### src/rtl/smb_idx_pkg.sv
// Shared types for the indexed block register slave.
package smb_idx_pkg;
    // Protocol phase of the slave.
    typedef enum logic [2:0] {
        S_IDLE,   // no transfer addressed to us
        S_ADDR,   // receiving address byte
        S_OFFS,   // receiving register offset
        S_CNT,    // receiving byte count
        S_WDAT,   // receiving data bytes
        S_TX,     // transmitting count then data
        S_IGN     // ignoring bus until next start/stop
    } smb_state_e;
endpackage

### src/rtl/smb_line_filter.sv
// Two-flop synchronizer followed by a persistence filter for one bus line.
// The output follows the synchronized input only after the input has held
// the new level for FILT_LEN consecutive cycles. Assumes FILT_LEN >= 1.
module smb_line_filter #(
    parameter int   FILT_LEN = 3,
    parameter logic RST_LVL  = 1'b1
) (
    input  logic clk,
    input  logic rst_n,
    input  logic line_i,
    output logic line_o
);
    localparam int CW = $clog2(FILT_LEN + 1);

    logic [1:0]    sync_q;
    logic [CW-1:0] cnt_q;
    logic          out_q;

    // Synchronize, then accept a new level only after it persists.
    always_ff @(posedge clk) begin
        if (!rst_n) begin
            sync_q <= {2{RST_LVL}};
            cnt_q  <= '0;
            out_q  <= RST_LVL;
        end else begin
            sync_q <= {sync_q[0], line_i};
            if (sync_q[1] != out_q) begin
                if (cnt_q == CW'(FILT_LEN - 1)) begin
                    out_q <= sync_q[1];
                    cnt_q <= '0;
                end else begin
                    cnt_q <= cnt_q + 1'b1;
                end
            end else begin
                cnt_q <= '0;
            end
        end
    end

    assign line_o = out_q;
endmodule

### src/rtl/smb_regbank.sv
// Byte-wide register bank with one write port, one read port and a flat
// parallel view. Indices at or beyond NUM_REGS are dropped on write and read
// as zero. Assumes NUM_REGS >= 2 and NUM_REGS <= 2**PW.
module smb_regbank #(
    parameter int NUM_REGS = 8,
    parameter int PW       = 8
) (
    input  logic                  clk,
    input  logic                  rst_n,
    input  logic                  wr_en,
    input  logic [PW-1:0]         wr_idx,
    input  logic [7:0]            wr_data,
    input  logic [PW-1:0]         rd_idx,
    output logic [7:0]            rd_data,
    output logic [NUM_REGS*8-1:0] regs_flat
);
    localparam int IW = $clog2(NUM_REGS);

    logic [7:0] mem_q [NUM_REGS];
    logic       wr_hit;
    logic       rd_hit;

    assign wr_hit = wr_en && (32'(wr_idx) < NUM_REGS);
    assign rd_hit = (32'(rd_idx) < NUM_REGS);

    // Clear on reset, store one byte per accepted write.
    always_ff @(posedge clk) begin
        if (!rst_n) begin
            for (int i = 0; i < NUM_REGS; i++) mem_q[i] <= 8'h00;
        end else if (wr_hit) begin
            mem_q[wr_idx[IW-1:0]] <= wr_data;
        end
    end

    // Read mux with zero fill above the implemented range.
    always_comb begin
        rd_data = rd_hit ? mem_q[rd_idx[IW-1:0]] : 8'h00;
    end

    for (genvar k = 0; k < NUM_REGS; k++) begin : g_flat
        assign regs_flat[8*k +: 8] = mem_q[k];
    end
endmodule

### src/rtl/smb_idx_slave.sv
// Two-wire bus slave with indexed block write and indexed block read.
// Write: addr(W), offset, count N (nonzero), N data bytes. Read: addr(W),
// offset, repeated start, addr(R), then the slave sends a count byte and data.
// Assumes the system clock oversamples SCL by well over FILT_LEN+4 cycles per
// phase. No clock stretching.
module smb_idx_slave
    import smb_idx_pkg::*;
#(
    parameter logic [3:0] ADDR_HI  = 4'b1101,
    parameter int         NUM_REGS = 8,
    parameter int         FILT_LEN = 3
) (
    input  logic                  clk,
    input  logic                  rst_n,
    input  logic                  scl_i,
    input  logic                  sda_i,
    input  logic [2:0]            sa_i,
    output logic                  sda_pull_o,
    output logic [NUM_REGS*8-1:0] regs_o
);
    localparam int PW = 8;

    logic [1:0] raw_lines;
    logic [1:0] filt_lines;
    logic       scl_f, sda_f, scl_d, sda_d;
    logic       ev_start, ev_stop, ev_rise, ev_fall;

    smb_state_e    state_q, pend_q, pend_c;
    logic [3:0]    bitcnt_q;
    logic [7:0]    shreg_q, txb_q, remain_q, avail_c, rd_data;
    logic [PW-1:0] ptr_q;
    logic          mnack_q, ack_c, wr_en;

    assign raw_lines = {sda_i, scl_i};

    for (genvar g = 0; g < 2; g++) begin : g_filt
        smb_line_filter #(.FILT_LEN(FILT_LEN), .RST_LVL(1'b1)) u_filt (
            .clk    (clk),
            .rst_n  (rst_n),
            .line_i (raw_lines[g]),
            .line_o (filt_lines[g])
        );
    end

    assign scl_f    = filt_lines[0];
    assign sda_f    = filt_lines[1];
    assign ev_start = scl_f & scl_d & sda_d & ~sda_f;
    assign ev_stop  = scl_f & scl_d & ~sda_d & sda_f;
    assign ev_rise  = scl_f & ~scl_d;
    assign ev_fall  = ~scl_f & scl_d;

    smb_regbank #(.NUM_REGS(NUM_REGS), .PW(PW)) u_bank (
        .clk       (clk),
        .rst_n     (rst_n),
        .wr_en     (wr_en),
        .wr_idx    (ptr_q),
        .wr_data   (shreg_q),
        .rd_idx    (ptr_q),
        .rd_data   (rd_data),
        .regs_flat (regs_o)
    );

    // Count byte returned in a read: registers left from the pointer.
    always_comb begin
        avail_c = (32'(ptr_q) < NUM_REGS) ? 8'(NUM_REGS - 32'(ptr_q)) : 8'h00;
    end

    // ACK decision and follow-on phase for a fully received byte.
    always_comb begin
        ack_c  = 1'b0;
        pend_c = S_IGN;
        case (state_q)
            S_ADDR: if (shreg_q[7:1] == {ADDR_HI, sa_i}) begin
                ack_c  = 1'b1;
                pend_c = shreg_q[0] ? S_TX : S_OFFS;
            end
            S_OFFS: begin
                ack_c  = 1'b1;
                pend_c = S_CNT;
            end
            S_CNT: if (shreg_q != 8'h00) begin
                ack_c  = 1'b1;
                pend_c = S_WDAT;
            end
            S_WDAT: if (remain_q != 8'h00) begin
                ack_c  = 1'b1;
                pend_c = S_WDAT;
            end
            default: ;
        endcase
        wr_en = ev_fall && (bitcnt_q == 4'd8) && (state_q == S_WDAT)
                && (remain_q != 8'h00) && !ev_start && !ev_stop;
    end

    // Protocol sequencer: bit counting, shifting, ACK and data drive.
    always_ff @(posedge clk) begin
        if (!rst_n) begin
            scl_d      <= 1'b1;
            sda_d      <= 1'b1;
            state_q    <= S_IDLE;
            pend_q     <= S_IDLE;
            bitcnt_q   <= '0;
            shreg_q    <= '0;
            txb_q      <= '0;
            ptr_q      <= '0;
            remain_q   <= '0;
            mnack_q    <= 1'b0;
            sda_pull_o <= 1'b0;
        end else begin
            scl_d <= scl_f;
            sda_d <= sda_f;
            if (ev_stop) begin
                state_q    <= S_IDLE;
                bitcnt_q   <= '0;
                sda_pull_o <= 1'b0;
            end else if (ev_start) begin
                state_q    <= S_ADDR;
                bitcnt_q   <= '0;
                sda_pull_o <= 1'b0;
            end else if (state_q != S_IDLE && state_q != S_IGN) begin
                if (ev_rise) begin
                    bitcnt_q <= bitcnt_q + 4'd1;
                    if (bitcnt_q < 4'd8) shreg_q <= {shreg_q[6:0], sda_f};
                    else                 mnack_q <= sda_f;
                end
                if (ev_fall) begin
                    if (bitcnt_q == 4'd8) begin
                        if (state_q == S_TX) begin
                            sda_pull_o <= 1'b0;
                        end else begin
                            sda_pull_o <= ack_c;
                            pend_q     <= pend_c;
                            if (state_q == S_OFFS) ptr_q    <= shreg_q;
                            if (state_q == S_CNT)  remain_q <= shreg_q;
                            if (wr_en) begin
                                ptr_q    <= ptr_q + 1'b1;
                                remain_q <= remain_q - 8'd1;
                            end
                        end
                    end else if (bitcnt_q == 4'd9) begin
                        bitcnt_q <= '0;
                        if (state_q == S_TX) begin
                            if (mnack_q) begin
                                state_q    <= S_IGN;
                                sda_pull_o <= 1'b0;
                            end else begin
                                txb_q      <= rd_data;
                                ptr_q      <= ptr_q + 1'b1;
                                sda_pull_o <= ~rd_data[7];
                            end
                        end else begin
                            state_q <= pend_q;
                            if (pend_q == S_TX) begin
                                txb_q      <= avail_c;
                                sda_pull_o <= ~avail_c[7];
                            end else begin
                                sda_pull_o <= 1'b0;
                            end
                        end
                    end else if (state_q == S_TX && bitcnt_q != 4'd0) begin
                        sda_pull_o <= ~txb_q[3'd7 - bitcnt_q[2:0]];
                    end
                end
            end
        end
    end
endmodule

### config.mk
export PLATFORM = sky130hd
export DESIGN_NAME = smb_idx_slave
export DESIGN_NICKNAME = d
export VERILOG_FILES = /design/src/rtl/smb_idx_pkg.sv /design/src/rtl/smb_line_filter.sv /design/src/rtl/smb_regbank.sv /design/src/rtl/smb_idx_slave.sv
export SDC_FILE = /design/constraint.sdc
export NUM_CORES = 1
export LEC_CHECK = 0
export BUFFER_PORTS_ARGS = -buffer_cell sky130_fd_sc_hd__buf_4
export CAP_MARGIN = 20
export CORE_MARGIN = 2
export CORE_UTILIZATION = 35
export DETAILED_ROUTE_END_ITERATION = 16
export PLACE_DENSITY_LB_ADDON = 0.08
export SYNTH_ARGS = -nofsm -noshare
export SYNTH_HDL_FRONTEND = slang
export SYNTH_SLANG_ARGS = --single-unit
export TNS_END_PERCENT = 30
### constraint.sdc
create_clock -name clk -period 3.8 [get_ports clk]
set_clock_uncertainty 0.2 [all_clocks]
set_input_delay 0 -clock clk [delete_from_list [all_inputs] [get_ports clk]]
set_output_delay 0 -clock clk [all_outputs]
set_load 0.03 [all_outputs]
Yosys cells after proc, flatten, opt, wreduce, memory -nomap -nowiden:

Memories as Yosys holds them, arrays and structs flattened. A register that Yosys moved wholly into a read port is not among the register bits.
Index checks and enable logic that the tools add are counted.

* flip-flop bits (word level): 56
* memory bits (writable): 64
* bits of input ports: 7
* output and inout bits: 65
* logic and storage cells: 162
* memories: 1

* add/subtract/negate cells: 7
* magnitude comparators: 3
* equality and inequality tests: 21
* mux-type cells: 52
* bitwise operators: 22
* reductions and logical operators: 38

Memory list
* u_bank.mem_q: words 8, width 8, rd ports 9, clocked after Yosys merged registers in 1, write ports 8, line smb_regbank.sv:19 `logic [7:0] mem_q [NUM_REGS];`

Operator list (count)
* 8-bit two-way mux: 15
* 1-bit two-way mux: 21
* 3-bit two-way mux: 7
* 5-bit AND reduction: 4
* 4-bit two-way mux: 4
* 8-bit nonzero test: 2
* 1-bit NOT: 15
* 2-bit nonzero test: 7
* 3-bit one-hot mux with 4 select lines: 1
* 3-bit equality test, second input constant: 3
* 9-bit AND reduction: 1
* 3-bit OR reduction: 3
* 8-bit by 1-bit adder with 8-bit output, second input constant: 1
* 4-bit equality test, second input constant: 2
* 1-bit logical AND: 8
* 8-bit by 4-bit less-than comparator with 1-bit output, second input constant: 1
* 2-bit != test, second input constant: 4
* 8-bit AND reduction: 1
* 8-bit OR reduction: 1
* 4-bit by 8-bit subtractor with 8-bit output, first input constant: 1
* 8-bit by 1-bit subtractor with 8-bit output, second input constant: 1
* 1-bit bitwise AND: 7
* 7-bit equality test: 1
* 7-bit AND reduction: 1
* other kinds (22): 31

Longest topological paths before layout:

Gate-level depths: netlist of run 1.

* word-level depth: 13
* gate-level depth with buffers: 9
* gate-level depth less buffers: 7

Cells and area by module:

Synthesis of run 1 repeated with hierarchy kept, for this count alone.

* cells, all modules: 587
* area, all modules: 6173.4 µm²

Modules (own cells, without submodules)
* smb_regbank: instances 1, cells each 215, area each 2962.8 µm², seq. area each 1921.8 µm²
* smb_idx_slave: instances 1, cells each 344, area each 2872.8 µm², seq. area each 920.9 µm²
* smb_line_filter: instances 2, cells each 14, area each 168.9 µm², seq. area each 100.1 µm²

Worst setup path before layout of run 1:

OpenSTA, ideal clock, no wires.

* kind: register to register
* start: reg bitcnt_q[0]
* end: mem u_bank.mem_q[1][0] (enable)
* library setup time: 0.384 ns
* arrival: 2.624 ns
* data required time: 3.216 ns
* slack: 0.592 ns
* stages on the path, launching flop included: 8
* path buffers: 3
* period minus slack after synthesis: 3.208 ns
* cells stage by stage: dfxtp_1 buf_6 or4b_1 buf_2 a2111oi_4 nand4_2 buf_6 o21ai_0

RTL lines
* start, declared: line smb_idx_slave.sv:29 `logic [3:0] bitcnt_q;`
* start signal, assigned: line smb_idx_slave.sv:122 `bitcnt_q <= bitcnt_q + 4'd1;`
* end, declared: line smb_regbank.sv:19

==> results.toml, run 1 <==
[clock_network]
htree_levels = 4
clk_latency_ps = 420
root_buffer = "clkbuf_16"
cts_buffer_depth = 2
clkTransAtPathRegs_ps = 60
cts.sinks = 123
cts_tree = "done"
cts-buffers-inserted = 17

[finish]
stdcell_count = 914
fill_cells = 1702
drive_above_1_share_pct = 24.09
area_delta_synth_final_pct = 23.42
n_antenna_cell = 0
nNetsFinal = 688

[logic_synthesis]
synth_simple_gate_area_share_pct = 21.95
yosysSeqAreaShare_pct = 49.31
synthMuxAreaShare_pct = 9.843
netlist_area_um2 = 6292
synth_edf_count = 64
synthTopCellsByArea = "edfxtp_1 31%, dfxtp_1 19%, mux4_2 6.4%, and2_1 6.0%, nand2_1 3.3%"
ys_warn_count = 0
synth_fa_ha_area_share_pct = 1.790
synth_xor_area_share_pct = 1.810
async_flop_share_pct = 0
synth_nets = 607
synth_compound_gate_area_share_pct = 11.75
synthTopCellsByCount = "64 x edfxtp_1, 60 x and2_1, 59 x dfxtp_1"
synth.distinct_cells = 64
synth_top_family_by_area = "simple AND/OR/NAND/NOR gates"
synth_top_cell_by_area = "edfxtp_1"
synth-seq-cells = 123
syn_inst = 591
avgSynthCellArea_um2 = 10.65
yosys_most_used_dff = "edfxtp_1"
yosys.area.top_type_share_pct = 30.54
yosysMostFrequentCell = "edfxtp_1"

[setup_path]
path_buf_inv = 2
start_kind = "flip-flop"
critPathSlowestCell = "or4b_1"
max_stage_delay_ps = 750
critical_path_class = "reg -> reg"
critPathRequiredTime_ps = 3730
cpLargestDelayFamily = "simple AND/OR/NAND/NOR gates"
worst_ep_arrival_time_ps = 3080
crit_path_end_kind = "flip-flop"
cp_max_fo = 11
crit_top_cell = "buf_4"
cp_cell_sequence = "or4b_1, a2111oi_4, nand4_2, buf_4, o21ai_0, buf_4"

[placement]
hpwl_mm = 13.23
numPortBuffers = 71
gp_congestion = 0.8696
place_inst = 877

[pwr]
leakage_nw = 2.792
ir_drop_v = 0.0002948
pwr_density_cell_nw_per_um2 = 419.9

[run]
drv_cap = 0

[global_route]
grtUsageTotal_pct = 19.61
antenna_found_initial = 0
grt_pass1_wl_mm = 28.77
gr-total-overflow = 0
first_global_vias = 4926
grt_max_degree = 44

[timing]
finalHoldViolations = 0
rsz0062_at_grt = "no"
maxSlewViolCount = 0
finalCriticalPeriod_ps = 3145
finalSetupViolCount = 0
max_freq_ghz = 0.3179
finalCritPeriodShare_pct = 82.77
setup_tns_ps = 0
max_slew_margin_pct = 26.61
worst_pin_slew_ps = 1073

[detailed_routing]
initialDrtViolationCount = 458
drc = 0
post_drt_wl_per_cell_um = 20.20
ant_nets = 0
viasPerCell = 5.368
routed-via-count = 4906
drt-total-wl_mm = 18.47
first_pass_iters = 5

[floorplan]
core.rowCount = 49
core_region_area_um2 = 17780
chipWidth_um = 138.1
pin_count = 72
initial_core_util_pct = 35.39
die_area_um2 = 19070
die_y_um = 138.1

[status]
outcome = "completed"

[worst_hold_path]
min_path_type = "in -> reg"
[through the flow]
stage               area, um^2  setup WS [ps]  total power [W]  utilization [%]  hold WS, ps
finish                    7766          654.8         0.003261            43.68        202.6
global route              7766          420.7         0.003376            43.68        234.4
CTS                       7766          632.4         0.003295            43.68        187.6
detailed placement        7136          629.2         0.001687            40.13       -11.26
global placement          7136          706.2         0.001687            40.13       -17.21
floorplan                 6292          592.2         0.001593                -       -98.53
[layout make-up]
type,count,area [um^2],share of cell area (%)
clock buffer,17,425.4,5.478
clock inverter,15,155.1,1.998
inverter,14,52.55,0.6767
multi-input combinational,415,2973,38.28
sequential,123,3103,39.95
tap,229,286.5,3.689
timing repair buffer,101,770.7,9.924
[cell families (layout without fill, tap and decap cells)]
logic type,after synthesis,count (layout)
and+or+nand+nor,249,249
DFF,123,123
AOI/OAI and AO/OA,105,105
buffers and inverters,53,147
muxes,39,39
xor gates and xnor gates,13,13
adders and majority gates,9,9
[metal layers]
layer  wire [um]  up-vias  part of all wire (%)  global-route usage (%)
met3         813       11                   4.4                   4.087
met1        8810     2413                    48                   28.27
li1            -     2345                     -                       -
met2        8708      137                    47                   30.12
met5           0        -                     0                       0
met4         132        0                  0.71                   5.371
[power by group]
group	internal, W	leakage, nW	switching, W	total (W)
Combinational	0.0000729	1.42	0.000127	0.000200
Sequential	0.00143	1.08	0.0000286	0.00146
Clock	0.000925	0.285	0.000675	0.00160
[sequential cells by signal, indices dropped and copies added (netlist names), named ones only]
register and flops:
g_filt.u_filt.line_o 2, remain_q 8, ptr_q 8, scl_d 1
u_bank.mem_q 64, sda_d 1, mnack_q 1, g_filt.u_filt.cnt_q 4
sda_pull_o 1, bitcnt_q 4, g_filt.u_filt.sync_q 4, state_q 3
pend_q 3, txb_q 8, shreg_q 8
[tightest hold or removal path: stages]
cell and delay (ps):
buf_4 80, xor2_1 130, nor4_1 80, buf_4 150
a31oi_1 160, or3_1 110, a21oi_1 50
[placed cells by master, fill, tap and decap left out, types with 5 or more instances in the layout]
cell type      synthesis  layout
a21oi_1               21      21
and2_1                60      60
edfxtp_1              64      64
mux2i_1               18      18
o22ai_1                8       8
a211oi_1               5       5
inv_6                  0       5
nor2_1                35      35
nand3_1               12      12
nor3_1                17      17
o21ai_0               18      18
nor2b_1               10      10
xnor2_1                6       6
nor4_1                 9       9
buf_4                  0      96
ha_1                   9       9
dfxtp_1               59      59
o32ai_1                7       7
a31oi_1                9       9
clkbuf_16              0      17
nand2b_1              11      11
mux4_2                18      18
nand2_1               55      55
dlygate4sd3_1          0       5
xor2_1                 7       7
inv_1                 12      12
o21a_1                 5       5
or3_1                  8       8
[what timing repair did]
item / in CTS / in global routing
setup buffers: 0 / 0
hold buffers: 5 / 0
gates resized for setup: 0 / 0
endpoints found under the hold margin: 30 / 0
[path summary, 6_finish.rpt]
path | from | end | slack (ps) | depth (start not counted)
min | sa_i[1] | pend_q[0] | 200 | 7
min reg2reg | g_filt[1].u_filt.sync_q[0] | g_filt[1].u_filt.sync_q[1] | 210 | 1
max reg2reg | bitcnt_q[0] | u_bank.mem_q[2][1] | 650 | 6
max | bitcnt_q[0] | u_bank.mem_q[2][1] | 650 | 6
No activity file was read; power rests on OpenSTA's default activity.
==> run 2: changes to the inputs <==
==> constraint.sdc (replaced) <==
create_clock -name clk -period 3.2 [get_ports clk]
set_clock_uncertainty 0.2 [all_clocks]
set_input_delay 0 -clock clk [delete_from_list [all_inputs] [get_ports clk]]
set_output_delay 0 -clock clk [all_outputs]
set_load 0.03 [all_outputs]
==> run 2 against run 1 <==
Compared with the run above:
- maximum frequency up 8.9%
- sequential power up 18%
- combinational power up 20%
- sequential share of layout area down 1.2 points
- register-to-register slack worse by 340 ps
- design area up 3.0%
- via count up 3.1%
- power up 25%
- critical path type unchanged
- critical endpoint is now u_bank.mem_q[0][7]
- largest cell class unchanged
==> results.toml, run 2 (synthesis gave the netlist of run 1 again) <==
[status]
outcome = "completed"

[setup_path]
startpoint = "remain_q[0]"
cp_max_fo = 8
crit_path_end_kind = "flip-flop"
cp_cell_sequence = "inv_1, ha_1, nor4b_1, buf_4, a2111oi_4, nand4_2, nor3_2, nand2b_2"
critPathSlowestCell = "a2111oi_4"
rr_worst_depth = 8
worst_ep_arrival_time_ps = 2800
reg2reg_to = "u_bank.mem_q[0][7]"
critical_path_class = "reg -> reg"
max_stage_delay_ps = 530
rrSetupSlack_ps = 310
start_kind = "flip-flop"
endpoint = "u_bank.mem_q[0][7]"
critPathRequiredTime_ps = 3120
timing.rr.start = "remain_q[0]"

[timing]
finalCriticalPeriod_ps = 2889
worst_pin_slew_ps = 821.9
max_slew_margin_pct = 43.79
holdWs_ps = 203.6
max_freq_ghz = 0.3462
finalCritPeriodShare_pct = 90.27
finalHoldViolations = 0
finalSetupViolCount = 0
fin_ws_ps = 311.5
rsz0062_at_grt = "no"
setup_tns_ps = 0
maxSlewViolCount = 0

[placement]
post-place-ws_ps = 195.3
dpl_cell_area_um2 = 7308
place_inst = 900
numPortBuffers = 71
gp_congestion = 0.8182
hpwl_mm = 13.64

[finish]
mostFrequentLayoutCell = "buf_4"
fin_area_um2 = 7999
area_delta_synth_final_pct = 27.12
stdcell_count = 937
layout_common_cells = "119 x buf_4, 64 x edfxtp_1, 60 x and2_1"
top_register = "u_bank.mem_q"
largest_reg_flops = 64
nNetsFinal = 711
drive_above_1_share_pct = 26.55
n_antenna_cell = 0

[detailed_routing]
drt-total-wl_mm = 18.82
routed-via-count = 5059
initialDrtViolationCount = 378
ant_nets = 0
first_pass_iters = 5
drc = 0
viasPerCell = 5.399
post_drt_wl_per_cell_um = 20.08

[pwr]
ir_drop_v = 0.0003767
leakage_nw = 2.932
pwr_density_cell_nw_per_um2 = 508.0

[clock_network]
htree_levels = 4
root_buffer = "clkbuf_16"
cts.sinks = 123
cts-buffers-inserted = 17
cts_tree = "done"
clkTransAtPathRegs_ps = 60
cts_buffer_depth = 2
clk_latency_ps = 420

[floorplan]
chipWidth_um = 138.1
initial_core_util_pct = 35.39
die_area_um2 = 19070
pin_count = 72
die_y_um = 138.1
core.rowCount = 49
core_region_area_um2 = 17780

[worst_hold_path]
min_path_type = "reg -> reg"

[global_route]
grt_max_degree = 44
antenna_found_initial = 0
grtUsageTotal_pct = 19.93
gr-total-overflow = 0
first_global_vias = 4936
grt_pass1_wl_mm = 29.34

[run]
drv_cap = 0
run 2: worst min-delay path by stage:
stage                                     from                         end  slack (ps)  cells past startpoint
floorplan                                scl_i  g_filt[0].u_filt.sync_q[0]        -100                      1
global placement                         scl_i  g_filt[0].u_filt.sync_q[0]         -20                      2
detailed placement                       sda_i  g_filt[1].u_filt.sync_q[0]         -10                      2
CTS                 g_filt[0].u_filt.sync_q[0]  g_filt[0].u_filt.sync_q[1]         200                      1
global route        g_filt[1].u_filt.sync_q[0]  g_filt[1].u_filt.sync_q[1]         210                      1
finish              g_filt[1].u_filt.sync_q[0]  g_filt[1].u_filt.sync_q[1]         200                      1
run 2: repair_timing:
action | in CTS | in global routing
endpoints found under the setup margin | 0 | 8
endpoints found under the hold margin | 30 | 0
hold buffers | 5 | 0
buffers inserted | 0 | 0
gates resized for setup | 0 | 1
run 2: where the power goes:
part           internal (W)  total [W]  switching, W  leakage (nW)
clock network       0.00132    0.00209      0.000767         0.308
logic             0.0000875   0.000240      0.000152          1.54
registers           0.00170    0.00173     0.0000327          1.08
run 2: layer usage:
| metal | track usage [%] | share of wire [%] | vias to the layer above |
|---|---|---|---|
| met1 | 28.75 | 47 | 2509 |
| met5 | 0 | 0 | - |
| met4 | 6.713 | 1.2 | 0 |
| met3 | 3.048 | 4.5 | 17 |
| li1 | - | - | 2391 |
| met2 | 30.82 | 47 | 142 |
run 2: stage by stage:
| stage | power, W | util, % |
|---|---|---|
| 2_1_floorplan | 0.001892 | - |
| 3_3_place_gp | 0.002003 | 41.10 |
| 3_5_place_dp | 0.002004 | 41.10 |
| 4_1_cts | 0.004103 | 44.98 |
| 5_1_grt | 0.004188 | 44.99 |
| 6_report | 0.004063 | 44.99 |
run 2: final cells by class:
type / count / area (um^2)
clock inverter: 14 / 209.0
tap: 229 / 286.5
timing repair buffer: 124 / 943.4
multi-input combinational: 415 / 2975
clock buffer: 18 / 429.2
inverter: 14 / 52.55
sequential: 123 / 3103
fill: 1680 / 9781
run 2: critical path, delay by kind of cell (launching register included):
family                   cells  cell delay (ps)
AO/OA/AOI/OAI                1              530
adder cells (fa/ha/maj)      1              210
buffers and inverters        2              250
AND/OR/NAND/NOR              4              980
flip-flops                   1              410
